### src/rtl/trc_wsel_pkg.sv
`timescale 1ns/1ps
package trc_wsel_pkg;
  localparam int NUM_WAYS = 4;
  localparam int BB_W     = 2;
  localparam int ZP_W     = 2;
  localparam int HIT_W    = 2;
  localparam int WIN_W    = 8;
  localparam int WAY_W    = $clog2(NUM_WAYS);
  localparam int WT_MAX   = ((1 << BB_W) - 1) + 1 + ((1 << ZP_W) - 1) + ((1 << HIT_W) - 1);
  localparam int WT_W     = $clog2(WT_MAX + 1);

  typedef struct packed {
    logic                clearHits;
    logic [NUM_WAYS-1:0] hitSel;
    logic [NUM_WAYS-1:0] fillSel;
  } strobe_t;

  typedef struct packed {
    logic             valid;
    logic [BB_W-1:0]  blocks;
    logic             nonContig;
    logic [ZP_W-1:0]  zeroPred;
    logic [HIT_W-1:0] hits;
  } line_t;
endpackage

### src/rtl/trc_wsel_ctrl.sv
`timescale 1ns/1ps
module trc_wsel_ctrl
  import trc_wsel_pkg::*;
(
  input  logic             clk,
  input  logic             rstN,
  input  logic             hitValid,
  input  logic [WAY_W-1:0] hitWay,
  input  logic             fillValid,
  input  logic [WAY_W-1:0] fillWay,
  input  logic [WIN_W-1:0] windowSize,
  output strobe_t          strb
);
  logic [WIN_W-1:0] windowCnt;

  always_comb begin
    strb.clearHits = (windowCnt >= windowSize);
    for (int i = 0; i < NUM_WAYS; i++) begin
      strb.fillSel[i] = fillValid && (fillWay == WAY_W'(i));
      strb.hitSel[i]  = hitValid && (hitWay == WAY_W'(i)) && !strb.fillSel[i];
    end
  end

  always_ff @(posedge clk or negedge rstN) begin
    if (!rstN)               windowCnt <= '0;
    else if (strb.clearHits) windowCnt <= '0;
    else                     windowCnt <= windowCnt + 1'b1;
  end

  // window counter restarts after a clear and otherwise advances by one
  a_r7_window_restart: assert property (@(posedge clk) disable iff (!rstN)
    strb.clearHits |=> (windowCnt == '0));
  a_r7_window_advance: assert property (@(posedge clk) disable iff (!rstN)
    !strb.clearHits |=> (windowCnt == $past(windowCnt) + 1'b1));
  // a way never receives both a hit and a fill strobe
  a_r6_fill_over_hit: assert property (@(posedge clk) disable iff (!rstN)
    (strb.hitSel & strb.fillSel) == '0);
endmodule

### src/rtl/trc_wsel_dpath.sv
`timescale 1ns/1ps
module trc_wsel_dpath
  import trc_wsel_pkg::*;
(
  input  logic             clk,
  input  logic             rstN,
  input  strobe_t          strb,
  input  logic [BB_W-1:0]  fillBlocks,
  input  logic             fillNonContig,
  input  logic [ZP_W-1:0]  fillZeroPred,
  output logic [WAY_W-1:0] victimWay
);
  localparam logic [ZP_W-1:0]  ZP_ALL  = '1;
  localparam logic [HIT_W-1:0] HIT_ALL = '1;

  line_t               lines  [NUM_WAYS];
  logic [WT_W-1:0]     weight [NUM_WAYS];
  logic [NUM_WAYS-1:0] validVec;
  logic [WAY_W-1:0]    pickWay;

  for (genvar g = 0; g < NUM_WAYS; g++) begin : g_way
    always_ff @(posedge clk or negedge rstN) begin
      if (!rstN) begin
        lines[g] <= '0;
      end else if (strb.fillSel[g]) begin
        lines[g].valid     <= 1'b1;
        lines[g].blocks    <= fillBlocks;
        lines[g].nonContig <= fillNonContig;
        lines[g].zeroPred  <= fillZeroPred;
        lines[g].hits      <= HIT_W'(1);
      end else if (strb.clearHits) begin
        lines[g].hits <= strb.hitSel[g] ? HIT_W'(1) : '0;
      end else if (strb.hitSel[g] && lines[g].hits != HIT_ALL) begin
        lines[g].hits <= lines[g].hits + 1'b1;
      end
    end

    always_comb begin
      validVec[g] = lines[g].valid;
      weight[g]   = WT_W'(lines[g].blocks) + WT_W'(!lines[g].nonContig)
                  + WT_W'(ZP_ALL - lines[g].zeroPred) + WT_W'(lines[g].hits);
    end

    // a fill leaves the way valid with one hit
    a_r6_fill_init: assert property (@(posedge clk) disable iff (!rstN)
      strb.fillSel[g] |=> (lines[g].valid && lines[g].hits == HIT_W'(1)));
    // a saturated count stays saturated on a further hit
    a_r5_hit_saturate: assert property (@(posedge clk) disable iff (!rstN)
      (strb.hitSel[g] && !strb.clearHits && lines[g].hits == HIT_ALL) |=> (lines[g].hits == HIT_ALL));
    // an unsaturated count rises by one on a hit
    a_r5_hit_step: assert property (@(posedge clk) disable iff (!rstN)
      (strb.hitSel[g] && !strb.clearHits && lines[g].hits != HIT_ALL)
      |=> (lines[g].hits == $past(lines[g].hits) + 1'b1));
    // a window clear without hit or fill empties the count
    a_r7_clear_hits: assert property (@(posedge clk) disable iff (!rstN)
      (strb.clearHits && !strb.hitSel[g] && !strb.fillSel[g]) |=> (lines[g].hits == '0));
  end

  always_comb begin
    logic            found;
    logic [WT_W-1:0] best;
    found   = 1'b0;
    pickWay = '0;
    best    = weight[0];
    for (int i = 0; i < NUM_WAYS; i++) begin
      if (!validVec[i] && !found) begin
        pickWay = WAY_W'(i);
        found   = 1'b1;
      end
    end
    if (!found) begin
      for (int i = 1; i < NUM_WAYS; i++) begin
        if (weight[i] < best) begin
          best    = weight[i];
          pickWay = WAY_W'(i);
        end
      end
    end
  end

  always_ff @(posedge clk or negedge rstN) begin
    if (!rstN) victimWay <= '0;
    else       victimWay <= pickWay;
  end

  // if some way was invalid, the registered victim names an invalid way
  a_r2_invalid_first: assert property (@(posedge clk) disable iff (!rstN)
    (validVec != '1) |=> ((($past(validVec) >> victimWay) & NUM_WAYS'(1)) == '0));
endmodule

### src/rtl/trc_wsel_top.sv
`timescale 1ns/1ps
module trc_wsel_top
  import trc_wsel_pkg::*;
(
  input  logic             clk,
  input  logic             rstN,
  input  logic             hitValid,
  input  logic [WAY_W-1:0] hitWay,
  input  logic             fillValid,
  input  logic [WAY_W-1:0] fillWay,
  input  logic [BB_W-1:0]  fillBlocks,
  input  logic             fillNonContig,
  input  logic [ZP_W-1:0]  fillZeroPred,
  input  logic [WIN_W-1:0] windowSize,
  output logic [WAY_W-1:0] victimWay
);
  strobe_t strb;

  trc_wsel_ctrl u_ctrl (
    .clk(clk), .rstN(rstN), .hitValid(hitValid), .hitWay(hitWay),
    .fillValid(fillValid), .fillWay(fillWay), .windowSize(windowSize), .strb(strb)
  );

  trc_wsel_dpath u_dpath (
    .clk(clk), .rstN(rstN), .strb(strb), .fillBlocks(fillBlocks),
    .fillNonContig(fillNonContig), .fillZeroPred(fillZeroPred), .victimWay(victimWay)
  );
endmodule

### config.mk
export PLATFORM = sky130hd
export DESIGN_NAME = trc_wsel_top
export DESIGN_NICKNAME = d
export VERILOG_FILES = /design/src/rtl/trc_wsel_pkg.sv /design/src/rtl/trc_wsel_ctrl.sv /design/src/rtl/trc_wsel_dpath.sv /design/src/rtl/trc_wsel_top.sv
export SDC_FILE = /design/constraint.sdc
export NUM_CORES = 1
export LEC_CHECK = 0
export BUFFER_PORTS_ARGS = -buffer_cell sky130_fd_sc_hd__buf_2
export CAP_MARGIN = 20
export CORE_MARGIN = 2
export CORE_UTILIZATION = 60
export CTS_BUF_LIST = sky130_fd_sc_hd__clkbuf_8 sky130_fd_sc_hd__clkbuf_16
export CTS_CLUSTER_DIAMETER = 150
export DETAILED_ROUTE_END_ITERATION = 7
export PLACE_DENSITY = 0.8
export SKIP_CTS_REPAIR_TIMING = 1
export SLEW_MARGIN = 20
export SYNTH_ARGS = -nofsm -noshare
export SYNTH_HDL_FRONTEND = slang
export SYNTH_HIERARCHICAL = 1
export SYNTH_SLANG_ARGS = --single-unit
### constraint.sdc
create_clock -name clk -period 5.4 [get_ports clk]
set_input_delay 0.27 -clock clk [delete_from_list [all_inputs] [get_ports clk]]
set_output_delay 0.27 -clock clk [all_outputs]
set_load 0.05 [all_outputs]
# Yosys cells after proc, flatten, opt, wreduce, memory -nomap -nowiden
# Index checks and enable logic that the tools add are counted.
classes:
  n_lt_le_gt_ge: 4
  n_reduce_logical: 38
  mux: 32
  n_eq_ne: 10
  addsub: 21
op_table:
  columns: ["cell", "n"]
  rows:
  - ["$mux W2", 18]
  - ["$logic_and A1 B1 Y1", 19]
  - ["$add A4 B2 Y4", 4]
  - ["$add A4 B4 Y4", 4]
  - ["$mux W4", 4]
  - ["$logic_not A1 Y1", 13]
  - ["$add A2 B1 Y3", 4]
  - ["$lt A4 B4 Y1", 3]
  - ["$reduce_bool A3 Y1", 4]
  - ["$sub A2 B2 Y3 const A", 4]
  - ["$mux W1", 9]
  - ["$add A2 B1 Y2 const B", 4]
  - ["$add A8 B1 Y8 const B", 1]
  - ["$eq A2 B2 Y1 const B", 4]
  - ["$ge A8 B8 Y1", 1]
  - ["$mux W8", 1]
  - ["$ne A2 B2 Y1 const B", 4]
  - ["$eq A2 B1 Y1 const B", 2]
  - ["$logic_not A2 Y1", 2]
word_totals:
  regBits: 42
  output_inout_bits: 2
  word_cells: 127
  inputBits: 21

# Logic depth before layout (Yosys ltp)
depth:
  word_depth: 16
  ltp_mapped: 24
  depth_no_buf: 24

# Modules after synthesis
# Netlist, hierarchy kept.
modules_own_cells:
  columns: ["mod", "cells_each", "area_each_um2", "instances"]
  rows:
  - ["trc_wsel_dpath", 222, 2270.9, 1]
  - ["trc_wsel_ctrl", 65, 619.3, 1]

# Least setup slack after synthesis
# Ideal clock, no wire load.
synth_timing:
  path_type: "register -> register"
  startpoint: "register u_dpath/lines[24] (netlist bit)"
  endpoint: "register u_dpath.victimWay[0]"
  n_path_buf: 0
  slack_ns: 0.840
  period_less_slack_ns: 4.560
  stages_incl_launch_ff: 24
  t_required_ns: 5.261
  arrival_ns: 4.422
  cell_sequence: "dfrtp_1 -> inv_1 -> fa_1 -> inv_1 -> ha_1 -> inv_1 -> fa_1 -> xnor2_1 -> ha_1 -> a21o_1 -> a31oi_1 -> o21ai_1 -> mux2i_1 -> inv_1 -> ha_1 -> or2_2 -> o311ai_1 -> a2bb2oi_2 -> mux2i_1 -> ha_1 -> o211ai_1 -> a31o_1 -> o21ai_1 -> o221ai_1"
synth_between:
  elab_chain_len: 10
synth_rtl:
  columns: ["item", "line", "source"]
  rows:
  - ["start: declaration", "trc_wsel_dpath.sv:16", "line_t lines [NUM_WAYS];"]
  - ["$add A4 B2 Y4 *", "trc_wsel_dpath.sv:41", "+ WT_W'(ZP_ALL - lines[g].zeroPred) + WT_W'(lines[g].hits);"]
  - ["$lt A4 B4 Y1", "trc_wsel_dpath.sv:73", "if (weight[i] < best) begin"]
  - ["$mux W4", "trc_wsel_dpath.sv:73", null]
  - ["$mux W4", "trc_wsel_dpath.sv:71", "if (!found) begin"]
  - ["$lt A4 B4 Y1", "trc_wsel_dpath.sv:73", null]
  - ["$mux W4", "trc_wsel_dpath.sv:73", null]
  - ["$mux W4", "trc_wsel_dpath.sv:71", null]
  - ["$lt A4 B4 Y1", "trc_wsel_dpath.sv:73", null]
  - ["$mux W2 *", "trc_wsel_dpath.sv:73", null]
  - ["$mux W2 *", "trc_wsel_dpath.sv:71", null]
  - ["named net u_dpath.pickWay[0]", "trc_wsel_dpath.sv:19", "logic [WAY_W-1:0] pickWay;"]
  - ["end signal: assignment", "trc_wsel_dpath.sv:83", "else victimWay <= pickWay;"]
  - ["end: declaration", "trc_wsel_dpath.sv:11", "output logic [WAY_W-1:0] victimWay"]
# The timed path passes the listed nets; every way through them passes the cells marked *. The select of a mux whose other input is x is not followed.
# A chain may end at the register's enable or synchronous reset.

# Worst setup path in the final report
# Ends and elaborated chain as after synthesis.

==> flow_metrics.tcl <==
set metrics [dict create \
    outcome "completed" \
    detailed_place_hpwl_mm 4.45 \
    dieArea_mm2 0.00539 \
    synth-seq-cells 42 \
    fin_cells 368 \
    io_pins 23 \
    tightest_slew_ns 0.919 \
    synth_ff_type "dfrtp_1" \
    synth_edf_count 0 \
    grt_start_max_net_pins 43 \
    start_util_pct 61.6 \
    fmax_mhz 203 \
    die_h_um 73.4 \
    io_buffers 22 \
    clk_latency_ns 0.30 \
    clock_path_buffers 2 \
    endpoint "u_dpath/victimWay[0]$_DFF_PN0_" \
    cp.depth 24 \
    startpoint_type "register" \
    synthToLayoutAreaGrowth_pct 10.2 \
    detail_route.wl_per_cell_um 15.3 \
    critical_path.top_delay_family "adder cells" \
    yosysTopAreaCellShare_pct 36.4 \
    setup_violations 0 \
    nets 378 \
    hold_viol 0 \
    syn_area_mm2 0.00289 \
    holdWs_ns 0.102 \
    fin_util_pct 67.9 \
    rows 25 \
    grt_pass1_vias 2120 \
    period_needed_ns 4.93 \
    viasPerCell 5.59 \
    antenna_cells 0 \
    syn-num-nets 352 \
    drc 0 \
    htreeDepth 2 \
    synth.distinct_cells 45 \
    hold_path.class "input pin to async pin" \
    seq_area_frac_synth_pct 36.4 \
    cp_cell_sequence "inv_1 > fa_1 > inv_1 > ha_1 > inv_1 > fa_1 > xnor2_2 > ha_1 > a21o_1 > a31oi_1 > o21ai_2 > mux2i_1 > inv_1 > ha_1 > or2_2 > o311ai_1 > a2bb2oi_2 > mux2i_1 > ha_1 > nor2_1 > o41ai_1 > nor4_1 > o21ai_1 > o221ai_1" \
    r2r_slack_ns 0.47 \
    rsz0062_at_grt "false" \
    cp_num_buf_inv 4 \
    r2r-end "u_dpath/victimWay[0]$_DFF_PN0_" \
    cp_max_fo 4 \
    yosys.area.top_type "dfrtp_1" \
    slew_violations 0 \
    slowest_delay_ns 0.46 \
    ys_warn_count 6 \
    crit_required_ns 5.61 \
    rr_startpoint "u_dpath/lines[24]$_DFFE_PN0P_" \
    cts_made_buffers 5 \
    antenna_found_initial 0 \
    critical_path_class "register to register" \
    fillers 373 \
    synth_area_leaders "dfrtp_1 36%, ha_1 14%, fa_1 8.3%" \
    drive_above_1_share_pct 18.8 \
    maxSlewHeadroom_pct 38.7 \
    cp-startpoint "u_dpath/lines[24]$_DFFE_PN0P_" \
    clk_pin_slew_ns 0.08 \
    track_usage_pct 23.3 \
    synth_common_cells "42 x dfrtp_1, 42 x inv_1, 32 x ha_1" \
    place_congestion 0.869 \
    initialDrtViolationCount 98 \
    skew_ns 0.0102 \
    cts_tree "done" \
    cp-end-kind "register" \
    cts.sinks 42 \
    cp_slowest_cell "fa_1" \
    setup_tns_ns 0 \
    min_period_over_period_pct 91.4 \
    r2r_cells 24 \
    async_reset_ff_share_pct 100 \
    vias 2058 \
    globalRoute.totalOverflow 0 \
    ant_nets 0 \
    grt_pass1_wl_mm 9.62 \
    clk_root_buffer_cell "clkbuf_8" \
    drtPass1Iterations 4 \
    core_area_mm2 0.00469 \
    postSynthAreaPerCell_um2 10.1 \
    drt-total-wl_mm 5.62 \
    dp_cells 360 \
    postSynthCellCount 287 \
    critPathArrivalTime_ns 5.15 \
    drv_cap 0 \
    die_x_um 73.4 \
]
stage by stage:
stage	setup slack [ns]	cell area, um^2
5_1_grt	0.0551	3190
3_5_place_dp	0.464	3060
4_1_cts	0.435	3170
3_3_place_gp	0.611	3060
6_report	0.466	3190
2_1_floorplan	0.840	2890
how the worst min path moves through the flow:
stage / slack [ns] / endpoint
finish: 0.10 / u_ctrl/windowCnt[6]$_DFF_PN0_
global route: 0.19 / u_ctrl/windowCnt[3]$_DFF_PN0_
CTS: 0.14 / u_dpath/lines[8]$_DFFE_PN0P_
detailed placement: 0.46 / u_ctrl/windowCnt[3]$_DFF_PN0_
global placement: 0.46 / u_ctrl/windowCnt[6]$_DFF_PN0_
floorplan: -0.03 / u_ctrl/windowCnt[0]$_DFF_PN0_
sequential cells by signal (all words and copies together), names as in the netlist:
signal             cells
u_dpath/victimWay      2
u_dpath/lines         32
u_ctrl/windowCnt       8
layout by cell type, fill, tap and decap left out, types with 2 or more instances in the layout:
cell,instances
a211oi_1,3
a21o_1,3
a21oi_1,13
a221oi_2,2
and3_1,4
buf_2,22
buf_4,2
clkbuf_8,5
dfrtp_1,42
fa_1,12
ha_1,32
inv_1,43
mux2_2,10
mux2i_1,4
nand2_1,15
nand3_1,4
nor2_1,24
nor2b_1,8
nor3_1,6
nor3b_1,2
o211ai_1,2
o21ai_0,12
o21ai_1,2
o21ai_2,2
or2_2,8
xnor2_1,5
xor2_1,4
metal layers:
metal	up-vias	wire (um)	global-route usage [%]	share of wire [%]
met3	2	163	4.25	2.9
li1	1018	-	-	-
met5	-	0	0	0
met1	1006	2660	31.6	47
met4	0	27	3.43	0.48
met2	32	2780	39.9	49
area by class of cell:
class	instances	area [um^2]	share of cell area, %
multi-input combinational	198	1670	52.6
sequential	42	1050	33.0
inverter	42	158	4.95
timing repair buffer	24	125	3.93
clock buffer	5	68.8	2.16
tap	54	67.6	2.12
clock inverter	3	41.3	1.30
cells by family (layout without fill, tap and decap cells):
family	Yosys count	in the layout	synth area share (%)
compound gates	52	52	13.4
xor+xnor	10	10	3.03
fa+ha+maj	44	44	22.2
buf+inv	47	74	6.10
flops	42	42	36.4
mux	14	14	5.28
simple gates	78	78	13.7
Power is not shown: default switching activity piles up to over one toggle a cycle in this logic, so the estimate is an artifact.
